File: config.mk
export PLATFORM = sky130hd
export DESIGN_NAME = txirq_ctrl
export DESIGN_NICKNAME = d
export VERILOG_FILES = /design/src/rtl/txirq_pkg.sv /design/src/rtl/txirq_src.sv /design/src/rtl/txirq_rd.sv /design/src/rtl/txirq_ctrl.sv
export SDC_FILE = /design/constraint.sdc
export NUM_CORES = 1
export LEC_CHECK = 0
export BUFFER_PORTS_ARGS = -buffer_cell sky130_fd_sc_hd__buf_2
export CAP_MARGIN = 10
export CORE_AREA = 2 2 48 50
export DETAILED_ROUTE_END_ITERATION = 10
export DIE_AREA = 0 0 50 52
export GPL_TIMING_DRIVEN = 1
export HOLD_SLACK_MARGIN = 0.02
export PLACE_DENSITY_LB_ADDON = 0.12
export SLEW_MARGIN = 20
export SYNTH_ARGS = -nofsm -noshare
export SYNTH_HDL_FRONTEND = slang
export SYNTH_SLANG_ARGS = --single-unit
File: constraint.sdc
create_clock -name clk -period 3.65 [get_ports clk]
set_clock_uncertainty 0.2 [all_clocks]
set_input_delay 0.365 -clock clk [delete_from_list [all_inputs] [get_ports clk]]
set_output_delay 0.365 -clock clk [all_outputs]
set_load 0.01 [all_outputs]
File: src/rtl/txirq_pkg.sv
package txirq_pkg;
    localparam int STAT_W     = 7;
    localparam int BIT_TXREQ  = 0;
    localparam int BIT_DONE   = 1;
    localparam int BIT_UR     = 2;
    localparam int UR_CLR_BIT = 2;
    localparam logic [STAT_W-1:0] USED_MASK =
        STAT_W'((1 << BIT_TXREQ) | (1 << BIT_DONE) | (1 << BIT_UR));

    typedef enum logic {
        WSEL_ENABLE = 1'b0,
        WSEL_CLEAR  = 1'b1
    } wsel_e;

    typedef enum logic [1:0] {
        RSEL_RAW    = 2'd0,
        RSEL_MASKED = 2'd1,
        RSEL_ENABLE = 2'd2,
        RSEL_NONE   = 2'd3
    } rsel_e;

    typedef struct packed {
        logic              ur;
        logic [STAT_W-1:0] stat;
        logic [STAT_W-1:0] en;
        logic              irq;
    } txirq_state_t;
endpackage

File: src/rtl/txirq_src.sv
module txirq_src
    import txirq_pkg::*;
(
    input  logic              fifo_half_i,
    input  logic              fifo_empty_i,
    input  logic              tx_busy_i,
    input  logic              ur_q_i,
    input  logic              ur_evt_i,
    input  logic              clr_hit_i,
    output logic              ur_d_o,
    output logic [STAT_W-1:0] raw_o
);
    // sticky underrun flag: a new event outranks a clear in the same cycle
    always_comb begin
        ur_d_o = ur_q_i;
        if (clr_hit_i) ur_d_o = 1'b0;
        if (ur_evt_i)  ur_d_o = 1'b1;
    end

    always_comb begin
        raw_o            = '0;
        raw_o[BIT_TXREQ] = fifo_half_i;
        raw_o[BIT_DONE]  = fifo_empty_i & ~tx_busy_i;
        raw_o[BIT_UR]    = ur_d_o;
    end
endmodule

File: src/rtl/txirq_rd.sv
module txirq_rd
    import txirq_pkg::*;
#(
    parameter int DATA_W = 32
) (
    input  logic [1:0]        sel_i,
    input  logic [STAT_W-1:0] stat_i,
    input  logic [STAT_W-1:0] en_i,
    output logic [DATA_W-1:0] data_o
);
    logic [STAT_W-1:0] pick;

    always_comb begin
        unique case (rsel_e'(sel_i))
            RSEL_RAW:    pick = stat_i;
            RSEL_MASKED: pick = stat_i & en_i;
            RSEL_ENABLE: pick = en_i;
            default:     pick = '0;
        endcase
    end

    generate
        if (DATA_W > STAT_W) begin : g_ext
            assign data_o = {{(DATA_W-STAT_W){1'b0}}, pick};
        end else begin : g_flat
            assign data_o = pick;
        end
    endgenerate
endmodule

File: src/rtl/txirq_ctrl.sv
module txirq_ctrl
    import txirq_pkg::*;
#(
    parameter int DATA_W = 32
) (
    input  logic              clk,
    input  logic              rst_n,
    input  logic              fifo_half_i,
    input  logic              fifo_empty_i,
    input  logic              tx_busy_i,
    input  logic              underrun_evt_i,
    input  logic              refresh_i,
    input  logic              wr_en_i,
    input  logic              wr_sel_i,
    input  logic [STAT_W-1:0] wr_data_i,
    input  logic [1:0]        rd_sel_i,
    output logic [DATA_W-1:0] rd_data_o,
    output logic              irq_o
);
    txirq_state_t      d, q;
    logic              clr_hit;
    logic              ur_nxt;
    logic [STAT_W-1:0] raw_nxt;

    assign clr_hit = wr_en_i && (wr_sel_i == WSEL_CLEAR) && wr_data_i[UR_CLR_BIT];

    txirq_src u_src (
        .fifo_half_i  (fifo_half_i),
        .fifo_empty_i (fifo_empty_i),
        .tx_busy_i    (tx_busy_i),
        .ur_q_i       (q.ur),
        .ur_evt_i     (underrun_evt_i),
        .clr_hit_i    (clr_hit),
        .ur_d_o       (ur_nxt),
        .raw_o        (raw_nxt)
    );

    always_comb begin
        d    = q;
        d.ur = ur_nxt;
        if (wr_en_i && (wr_sel_i == WSEL_ENABLE)) begin
            d.en = wr_data_i & USED_MASK;
        end
        if (refresh_i || wr_en_i) begin
            d.stat = raw_nxt;
        end
        d.irq = |(d.stat & d.en);
    end

    always_ff @(posedge clk) begin
        if (!rst_n) begin
            q <= '0;
        end else begin
            q <= d;
        end
    end

    txirq_rd #(.DATA_W(DATA_W)) u_rd (
        .sel_i  (rd_sel_i),
        .stat_i (q.stat),
        .en_i   (q.en),
        .data_o (rd_data_o)
    );

    assign irq_o = q.irq;
endmodule

==> metrics.md, run 1 <==
| Metric | Value |
|---|---|
| Status | finished clean |
| CTS resizes | 0 |
| DRC errors left | 0 |
| Unique cell type count in the Yosys netlist | 31 |
| CP Cell Sequence | buf_2 > nor2b_1 > nand2_1 > o21ai_0 > buf_2 |
| CTS tree | yes |
| Chip Height | 52 um |
| Startpoint Class | primary input |
| Yosys Warn Count | 0 |
| Number of core rows | 17 |
| Total detailed-routing wirelength | 1530 um |
| # nets final | 145 |
| Pwr Density | 357 nW/um^2 |
| Starting DRT DRC Count | 12 |
| Routability-driven placement congestion ratio | 0.776 |
| Post-Synthesis Cells | 104 |
| Total number of vias | 700 |
| First-pass GRT wire length | 2440 um |
| Post-route setup TNS | 0 ns |
| I/O pin total | 51 |
| Core Util, Final | 46.2% |
| Max Cap Viol | 0 |
| Worst path arrival time | 1.34 ns |
| CP max FO | 8 |
| Post-synthesis sequential area ratio | 35.2% |
| CTS H-tree lvls | 1 |
| CP top delay family | simple AND/OR/NAND/NOR gates |
| Starting Density | 43.2% |
| Final ANT Viol Nets | 0 |
| Post-DP HPWL | 1170 um |
| Min Tclk post-route | 1.91 ns |
| Crit Path Category | in -> out |
| Post-route cell area | 973 sq um |
| WL/cell | 9.91 um |
| Worst path max stage delay | 0.47 ns |
| Final period util | 52.3% |
| Worst path slowest cell | nor2b_1 |
| Share of cells above drive strength 1 | 23.0% |
| CTS Root Cell | clkbuf_4 |
| I/O Buffers | 21 |
| Largest net degree at the start of global routing | 18 |
| Total gr overflow | 0 |
| Buf+Inv Stages, Crit Path | 2 |
| N_diodes | 0 |
| Via density | 4.55 |
| Leak pwr | 0.488 nW |
| FILL cells | 232 |
| Final-report setup violation count | 0 |
| Core area | 2110 sq um |
| Worst skew pair latency | 0.28 ns |
| Crit end category | primary output |
| Cell Area, Synth | 910 sq um |
| Hold Path Class | in -> reg |
| GR Util All Layers | 12.7% |
| Final-report max-slew violation count | 0 |
| DIE AREA | 2600 sq um |
| Setup bufs post-CTS | 0 |
| Relative slew slack | 65.2% |
| TritonCTS Sinks | 16 |
| Vias in the first global route | 539 |
| Syn Area/Cell | 8.75 sq um |
| Ys flop type | dfxtp_1 |
| FMAX | 524 MHz |
| Reg clk slew, reported paths | 0.09 ns |
| Syn-to-layout area delta | 7.02% |
| Number of synthesized register bits | 16 |
| WP data required | 3.08 ns |
| 1st-pass router iterations | 4 |
| Total clock buffers created by CTS | 3 |
| Dpl cell area | 937 sq um |
| Initial antenna violation count | 0 |
| Final count of hold timing violations | 0 |
| Hold-fix buffers, CTS | 0 |
| Worst-Margin Slew | 0.521 ns |
| Number of synthesized flops with an enable pin | 0 |
| Post-synth ARST share | 0% |
| CP most frequent cell | buf_2 |
| RSZ-0062 raised after global routing | no |
| Worst-case clock buffer depth | 2 |
| Worst vdd ir | 0.000204 V |
| Die width | 50 um |
-- cell usage after synthesis, drive strengths merged, types with 2 or more instances --
cell type / number / area (sq um)
nor2b: 6 / 45.0
o21ai: 15 / 75.1
mux2: 2 / 26.3
dfxtp: 16 / 320
mux2i: 2 / 20.0
buf: 26 / 199
and2: 3 / 20.0
inv: 2 / 7.51
nand2: 7 / 26.3
and3: 8 / 50.1
-- final timing paths --
path / end / slack, ns / cells after the start / from
max: rd_data_o[2] / 1.74 / 5 / rd_sel_i[1]
min: q[15] / 0.14 / 3 / underrun_evt_i
max reg2reg: irq_o / 2.23 / 4 / q[15]
min reg2reg: q[11] / 0.30 / 1 / q[11]
-- registers in the layout (all words and copies together), names as in the netlist --
signal	cells
irq_o	1
q	15
-- cell families (layout without fill, tap and decap cells) --
| kind of cell | after synthesis | after routing | share of synthesized area, % |
|---|---|---|---|
| and+or+nand+nor | 30 | 30 | 19.7 |
| buffers and inverters | 29 | 27 | 23.1 |
| AOI/OAI and AO/OA | 24 | 24 | 16.5 |
| DFF | 16 | 16 | 35.2 |
| muxes | 4 | 4 | 5.09 |
| other | 1 | 25 | 0.412 |
-- area by class of cell --
class	instances	area, sq um	share of cell area [%]
inverters	2	7.51	0.771
multi-input cells	83	469	48.2
well taps	28	35.0	3.60
flip-flops and latches	16	320	32.9
clock buffers	4	36.3	3.73
repair buffers	21	105	10.8
-- routing by layer --
layer	wire (um)	GRT usage, %	share of wire (%)
met1	661	16.9	43
met2	675	18.9	44
met3	160	2.87	10
met4	29	6.94	1.9
met5	0	0	0
-- stage by stage --
step                hold slack, ns  power (mW)  worst slack (ns)  std cells
floorplan                    0.269       0.240              2.03        128
global placement             0.282       0.235              1.79        150
detailed placement           0.287       0.236              1.76        150
CTS                          0.146       0.350              1.75        154
global route                 0.166       0.369              1.61        154
finish                       0.141       0.348              1.74        154
-- placed cells by master (no fill, tap or decap), types with 2 or more instances in the layout --
| cell type | n |
|---|---|
| conb_1 | 25 |
| buf_2 | 21 |
| dfxtp_1 | 16 |
| o21ai_0 | 15 |
| and3_1 | 8 |
| nand2_1 | 7 |
| nor2b_1 | 5 |
| clkbuf_4 | 3 |
| inv_1 | 2 |
| mux2i_1 | 2 |
| and2_1 | 2 |
-- power breakdown --
group | switching (mW) | total (mW) | internal (mW)
sequential | 0.00273 | 0.183 | 0.180
clock | 0.0554 | 0.116 | 0.0607
combinational | 0.0307 | 0.0489 | 0.0182
-- worst reg2reg max path: stages (launching register included) --
cell      delay, ns
dfxtp_1        0.35
a21bo_2        0.22
a311oi_1       0.31
a32o_1         0.21
a21o_1         0.08
Note: power is estimated with default switching activity, not from simulation.
==> run 2: changes to the inputs <==
--- a/config.mk
+++ b/config.mk
@@ -7,9 +7,9 @@
 export LEC_CHECK = 0
 export BUFFER_PORTS_ARGS = -buffer_cell sky130_fd_sc_hd__buf_2
 export CAP_MARGIN = 10
-export CORE_AREA = 2 2 48 50
+export CORE_AREA = 2 2 49 51
 export DETAILED_ROUTE_END_ITERATION = 10
-export DIE_AREA = 0 0 50 52
+export DIE_AREA = 0 0 51 53
 export GPL_TIMING_DRIVEN = 1
 export HOLD_SLACK_MARGIN = 0.02
 export PLACE_DENSITY_LB_ADDON = 0.12
==> constraint.sdc (replaced) <==
create_clock -name clk -period 1.9 [get_ports clk]
set_clock_uncertainty 0.2 [all_clocks]
set_input_delay 0.19 -clock clk [delete_from_list [all_inputs] [get_ports clk]]
set_output_delay 0.19 -clock clk [all_outputs]
set_load 0.01 [all_outputs]
==> run 2 against run 1 <==
  * Critical path type is now in -> reg
  * Critical path depth up 1
  * Worst hold slack worse by 0.089 ns
  * Via count is 1.4% lower
  * Sequential cell count unchanged
  * Worst setup slack worse by 1.4 ns
  * Cell count increased by 2.6%
  * Wire length rose by 5.7%
  * Combinational power increased by 110%
  * Clock power grew 91%
  * Power is 94% higher
==> metrics.md, run 2 (same netlist as run 1, synthesis figures left out) <==
| Metric | Value |
|---|---|
| Leak pwr | 0.505 nW (+3.6%) |
| Final-report setup violation count | 0 (unchanged) |
| Final-report max-slew violation count | 0 (unchanged) |
| Core Util, Final | 47.1% (+0.83 points) |
| Post-route cell area | 1010 sq um (+3.9%) |
| Min Tclk post-route | 1.57 ns |
| Reg clk slew, reported paths | 0.09 ns (about the same) |
| CP Cell Sequence | dlygate4sd3_1 > buf_2 > nor3b_1 > a311oi_1 > a32o_1 > a21o_1 |
| Pwr Density | 666 nW/um^2 (+87%) |
| Largest register FFs | 15 (unchanged) |
| Hold Path Class | in -> reg |
| FMAX | 637 MHz |
| Worst path max stage delay | 0.53 ns (+0.06 ns) |
| Crit end category | flip-flop |
| DIE AREA | 2700 sq um (+4.0%) |
| Status | finished clean |
| Final count of hold timing violations | 0 (unchanged) |
| First-pass GRT wire length | 2580 um (+5.7%) |
| 1st-pass router iterations | 4 (unchanged) |
| Total gr overflow | 0 (unchanged) |
| Crit Path Category | in -> reg |
| Reg with most FFs | q |
| Max Cap Viol | 0 (unchanged) |
| Startpoint Class | primary input |
| CTS tree | yes |
| Share of cells above drive strength 1 | 23.1% (+0.061 points) |
| Starting DRT DRC Count | 19 (+7) |
| Hold WS | 0.0523 ns (-0.0890 ns) |
| Chip Height | 53 um (+1.9%) |
| TritonCTS Sinks | 16 (unchanged) |
| I/O pin total | 51 (unchanged) |
| R2R Setup Slk | 0.46 ns (-1.77 ns) |
| Post-route setup TNS | 0 ns (unchanged) |
| FF-to-FF path depth | 4 (unchanged) |
| Post-DP HPWL | 1220 um (+4.1%) |
| Commonest cells after routing, fill and taps aside | 25 x conb_1, 21 x buf_2, 16 x dfxtp_1, 15 x o21ai_0, 8 x and3_1 |
| Initial antenna violation count | 0 (unchanged) |
| Placed Cells | 151 (+0.67%) |
| WL/cell | 10.2 um (+3.0%) |
| WHS Path Cells | 3 (unchanged) |
| Worst Hold End | q[1] |
| # nets final | 149 (+2.8%) |
| RSZ-0062 raised after global routing | no |
| Number of core rows | 17 (unchanged) |
| Vias in the first global route | 562 (+4.3%) |
| Final period util | 82.6% |
| CTS Root Cell | clkbuf_4 |
| WP data required | 1.88 ns (-1.20 ns) |
| Worst-case clock buffer depth | 2 (unchanged) |
| Worst skew pair latency | 0.28 ns (about the same) |
| Worst path slowest cell | dlygate4sd3_1 |
| Die width | 51 um (+2.0%) |
| Reg2reg end | irq_o |
| DRC errors left | 0 (unchanged) |
| Total number of vias | 690 (-1.4%) |
| CP max FO | 3 (-5) |
| Worst path arrival time | 1.55 ns (+0.21 ns) |
| Via density | 4.37 (-3.9%) |
| Starting Density | 42.3% (-0.86 points) |
| Dpl cell area | 945 sq um (+0.80%) |
| Routability-driven placement congestion ratio | 0.798 (+2.8%) |
| CTS H-tree lvls | 1 (unchanged) |
| GR Util All Layers | 12.9% (+0.23 points) |
| Final ANT Viol Nets | 0 (unchanged) |
| FILL cells | 219 (-5.6%) |
| Total detailed-routing wirelength | 1610 um (+5.7%) |
| Worst vdd ir | 0.000367 V (+80%) |
| CTS resizes | 0 (unchanged) |
| I/O Buffers | 21 (unchanged) |
| Core area | 2150 sq um (+2.0%) |
| Largest net degree at the start of global routing | 18 (unchanged) |
| Commonest non-fill, non-tap cell in the layout | conb_1 |
| Final Instance Count excl. Fillers | 158 (+2.6%) |
| N_diodes | 0 (unchanged) |
| Total clock buffers created by CTS | 3 (unchanged) |
| Hold Path Origin | wr_data_i[0] |
| Worst R2R Start | q[15] |
| Syn-to-layout area delta | 11.1% |
-- run 2: through the flow --
stage          power [mW]  setup slack (ns)
4_1_cts             0.684             0.346
6_report            0.674             0.330
3_3_place_gp        0.454             0.314
3_5_place_dp        0.455             0.319
5_1_grt             0.709             0.263
2_1_floorplan       0.461             0.456
-- run 2: worst max-delay path, delay by kind of cell --
kind	cells	cell delay [ns]
buffers and inverters	2	0.66
AO/OA/AOI/OAI	3	0.51
AND/OR/NAND/NOR	1	0.19
-- run 2: area by class of cell --
class | count | area, sq um | area share (%)
clock buffer | 4 | 36.3 | 3.59
timing repair buffer | 25 | 143 | 14.1
multi-input combinational | 83 | 469 | 46.4
tap | 28 | 35.0 | 3.47
sequential | 16 | 320 | 31.7
inverter | 2 | 7.51 | 0.743
-- run 2: layer usage --
layer | global-route usage [%] | routed length (um) | up-vias
met3 | 2.54 | 111 | 2
met4 | 6.76 | 17 | 0
met5 | 0 | 0 | -
met1 | 18.0 | 783 | 291
li1 | - | - | 362
met2 | 18.6 | 700 | 35
-- run 2: worst max path at each step --
stage / from / end / slack, ns / cells after the start
global placement: wr_en_i / irq_o / 0.31 / 5
global route: underrun_evt_i / irq_o / 0.26 / 6
floorplan: wr_en_i / irq_o / 0.46 / 5
CTS: underrun_evt_i / irq_o / 0.35 / 6
finish: underrun_evt_i / irq_o / 0.33 / 6
detailed placement: wr_en_i / irq_o / 0.32 / 5
-- run 2: power by group --
part	switching [mW]	internal, mW	leakage (nW)
Clock	0.105	0.116	0.0210
Combinational	0.0605	0.0402	0.354
Sequential	0.00576	0.346	0.130
-- run 2: repair_timing --
item	CTS	global route
buffers inserted	0	0
endpoints found under the hold margin	3	0
hold buffers	3	0
==> run 3: changes to the inputs <==
--- a/config.mk
+++ b/config.mk
@@ -5,11 +5,12 @@
 export SDC_FILE = /design/constraint.sdc
 export NUM_CORES = 1
 export LEC_CHECK = 0
+export ABC_AREA = 1
 export BUFFER_PORTS_ARGS = -buffer_cell sky130_fd_sc_hd__buf_2
 export CAP_MARGIN = 10
-export CORE_AREA = 2 2 49 51
+export CORE_AREA = 2 2 53 55
 export DETAILED_ROUTE_END_ITERATION = 10
-export DIE_AREA = 0 0 51 53
+export DIE_AREA = 0 0 55 57
 export GPL_TIMING_DRIVEN = 1
 export HOLD_SLACK_MARGIN = 0.02
 export PLACE_DENSITY_LB_ADDON = 0.12
==> constraint.sdc (replaced) <==
create_clock -name clk -period 1.36 [get_ports clk]
set_clock_uncertainty 0.2 [all_clocks]
set_input_delay 0.136 -clock clk [delete_from_list [all_inputs] [get_ports clk]]
set_output_delay 0.136 -clock clk [all_outputs]
set_load 0.01 [all_outputs]
==> run 3 against run 2 <==
  * The flow now finishes with violations (hold timing)
  * Core utilization shrank 1.3 points
  * Cell area grew 18%
  * Power grew 40%
  * First-iteration DRC count grew 5.3%
==> metrics.md, run 3 <==
| Metric | Value |
|---|---|
| Status | finished with violations |
| Failing checks | hold timing |
| Synth top area cells | dfxtp_1 34%, buf_4 20%, nand2_1 9.6%, inv_1 7.6%, nor2_1 4.8% |
| Number of core rows | 19 (+2) |
| Worst R2R Start | q[12] |
| Crit end category | primary output |
| FILL cells | 282 (+29%) |
| N_diodes | 0 (unchanged) |
| Post-synthesis sequential area ratio | 34.0% (-1.2 points) |
| Number of synthesized flops with an enable pin | 0 (unchanged) |
| Hold Path Class | in -> reg |
| Final count of hold timing violations | 2 (+2) |
| Hold-fix buffers, CTS | 11 (+8) |
| Crit Path Category | reg -> out |
| Post-DP HPWL | 1480 um (+21%) |
| Number of synthesized register bits | 16 (unchanged) |
| Via density | 4.25 (-2.7%) |
| Leak pwr | 0.667 nW (+32%) |
| CP max FO | 2 (-1) |
| Chip Height | 57 um (+7.5%) |
| Worst skew pair latency | 0.28 ns (about the same) |
| Worst path arrival time | 1.02 ns (-0.53 ns) |
| Post-synth ARST share | 0% (unchanged) |
| DIE AREA | 3140 sq um (+16%) |
| Core Util, Final | 45.8% (-1.3 points) |
| Worst path max stage delay | 0.34 ns (-0.19 ns) |
| Post-route setup TNS | 0 ns (unchanged) |
| Syn-to-layout area delta | 27.1% |
| RSZ-0062 raised after global routing | yes |
| Routability-driven placement congestion ratio | 0.745 (-6.6%) |
| Hold WS | -0.00950 ns (-0.0618 ns) |
| Critical Path Sink | rd_data_o[6] |
| Cell Area, Synth | 942 sq um (+3.6%) |
| Commonest non-fill, non-tap cell in the layout | conb_1 |
| Final ANT Viol Nets | 0 (unchanged) |
| Final-report setup violation count | 0 (unchanged) |
| WP data required | 1.02 ns (-0.86 ns) |
| Pwr Density | 786 nW/um^2 (+18%) |
| CP Cell Sequence | inv_2 > o21ai_2 > o21ai_1 > inv_1 > buf_2 |
| CTS tree | yes |
| GR Util All Layers | 14.4% (+1.5 points) |
| Core area | 2620 sq um (+22%) |
| Share of cells above drive strength 1 | 31.1% (+8.0 points) |
| Post-Synthesis Cells | 139 (+34%) |
| Total detailed-routing wirelength | 2080 um (+29%) |
| I/O Buffers | 21 (unchanged) |
| Worst-case clock buffer depth | 2 (unchanged) |
| Max Cap Viol | 0 (unchanged) |
| Vias in the first global route | 761 (+35%) |
| Reg clk slew, reported paths | 0.09 ns (about the same) |
| Reg2reg end | irq_o |
| Initial antenna violation count | 0 (unchanged) |
| Largest net degree at the start of global routing | 9 (-9) |
| CTS Root Cell | clkbuf_4 |
| Die width | 55 um (+7.8%) |
| Final-report max-slew violation count | 0 (unchanged) |
| CTS H-tree lvls | 1 (unchanged) |
| First-pass GRT wire length | 3210 um (+24%) |
| Total clock buffers created by CTS | 3 (unchanged) |
| Syn Area/Cell | 6.78 sq um (-23%) |
| FF-to-FF path depth | 9 (+5) |
| Yosys Warn Count | 0 (unchanged) |
| Worst vdd ir | 0.000495 V (+35%) |
| Starting DRT DRC Count | 20 (+1) |
| Setup crit start | q[14] |
| Commonest cells after routing, fill and taps aside | 25 x conb_1, 24 x nand2_1, 21 x buf_2, 13 x o21ai_1, 12 x inv_1 |
| Top cell type by total area after synthesis | dfxtp_1 |
| R2R Setup Slk | 0.19 ns (-0.27 ns) |
| Unique cell type count in the Yosys netlist | 19 (-39%) |
| Final period util | 99.9% |
| FMAX | 736 MHz |
| WL/cell | 9.86 um (-3.4%) |
| TritonCTS Sinks | 16 (unchanged) |
| Worst path slowest cell | dfxtp_2 |
| Total number of vias | 897 (+30%) |
| Starting Density | 36.0% (-6.3 points) |
| Synth top area share | 34.0% (-1.2 points) |
| # nets final | 200 (+34%) |
| Most frequent cells after synthesis | 25 x buf_4, 24 x nand2_1, 19 x inv_1, 16 x dfxtp_1, 12 x nor2_1 |
| Reg with most FFs | q |
| Largest register FFs | 15 (unchanged) |
| I/O pin total | 51 (unchanged) |
| Total gr overflow | 0 (unchanged) |
| 1st-pass router iterations | 3 (-1) |
| Count leader, synth | buf_4 |
| DRC errors left | 0 (unchanged) |
| Startpoint Class | flip-flop |
| Ys flop type | dfxtp_1 |
| Min Tclk post-route | 1.36 ns |
==> run 3: cells by family (layout without fill, tap and decap cells) <==
| family | Yosys count | after routing | share of synthesized area [%] |
|---|---|---|---|
| AND/OR/NAND/NOR | 53 | 53 | 25.4 |
| buffers and inverters | 49 | 66 | 29.6 |
| AO/OA/AOI/OAI | 20 | 20 | 10.6 |
| flip-flops | 16 | 16 | 34.0 |
| other | 1 | 25 | 0.398 |
==> run 3: layout make-up <==
cell class / count / area [sq um] / area share, %
Clock buffer: 3 / 22.5 / 1.88
Inverter: 23 / 87.6 / 7.31
Multi-Input combinational cell: 98 / 442 / 36.9
Sequential cell: 16 / 329 / 27.5
Tap cell: 31 / 38.8 / 3.24
Timing Repair Buffer: 40 / 278 / 23.2
==> run 3: metal layers <==
metal	global-route usage [%]	wire, um
met4	7.32	48
met5	0	0
met2	23.1	982
met3	2.62	121
met1	18.0	928
==> run 3: how the worst min path moves through the flow <==
stage                     depth (start not counted)  endpoint      start  slack, ns
after floorplan                                   2     irq_o      rst_n       0.04
after global placement                            3     irq_o      rst_n       0.16
after detailed placement                          3     irq_o      rst_n       0.15
after CTS                                         4      q[9]  refresh_i     -0.007
after global routing                              4      q[9]  refresh_i      0.002
final                                             4      q[9]  refresh_i      -0.01
==> run 3: what timing repair did <==
| action | in CTS | in global routing |
|---|---|---|
| hold endpoints to repair | 8 | 2 |
| gates resized for setup | 11 | 14 |
| setup endpoints to repair | 7 | 8 |
| pin swaps | 1 | 7 |
| cloned | 0 | 0 |
| setup buffers | 3 | 1 |
==> run 3: worst max-delay path: cells and delay by family (launching register included) <==
family | cells | cell delay [ns]
buf+inv | 3 | 0.22
flops | 1 | 0.34
compound gates | 2 | 0.18
==> run 3: per-stage QoR <==
| stage | area, sq um | total power, mW | worst slack (ns) | cells |
|---|---|---|---|---|
| after floorplan | 1030 | 0.656 | 0.344 | 163 |
| after global routing | 1200 | 0.992 | -0.0740 | 211 |
| after global placement | 1010 | 0.666 | -0.0264 | 193 |
| after detailed placement | 1010 | 0.666 | -0.0295 | 193 |
| final | 1200 | 0.941 | 0.00202 | 211 |
| after CTS | 1180 | 0.939 | -0.0137 | 210 |
==> run 3: power breakdown <==
part | internal, mW | switching, mW | total (mW) | leakage (nW)
sequential | 0.484 | 0.00579 | 0.490 | 0.133
combinational | 0.0765 | 0.122 | 0.199 | 0.520
clock | 0.103 | 0.149 | 0.252 | 0.0138
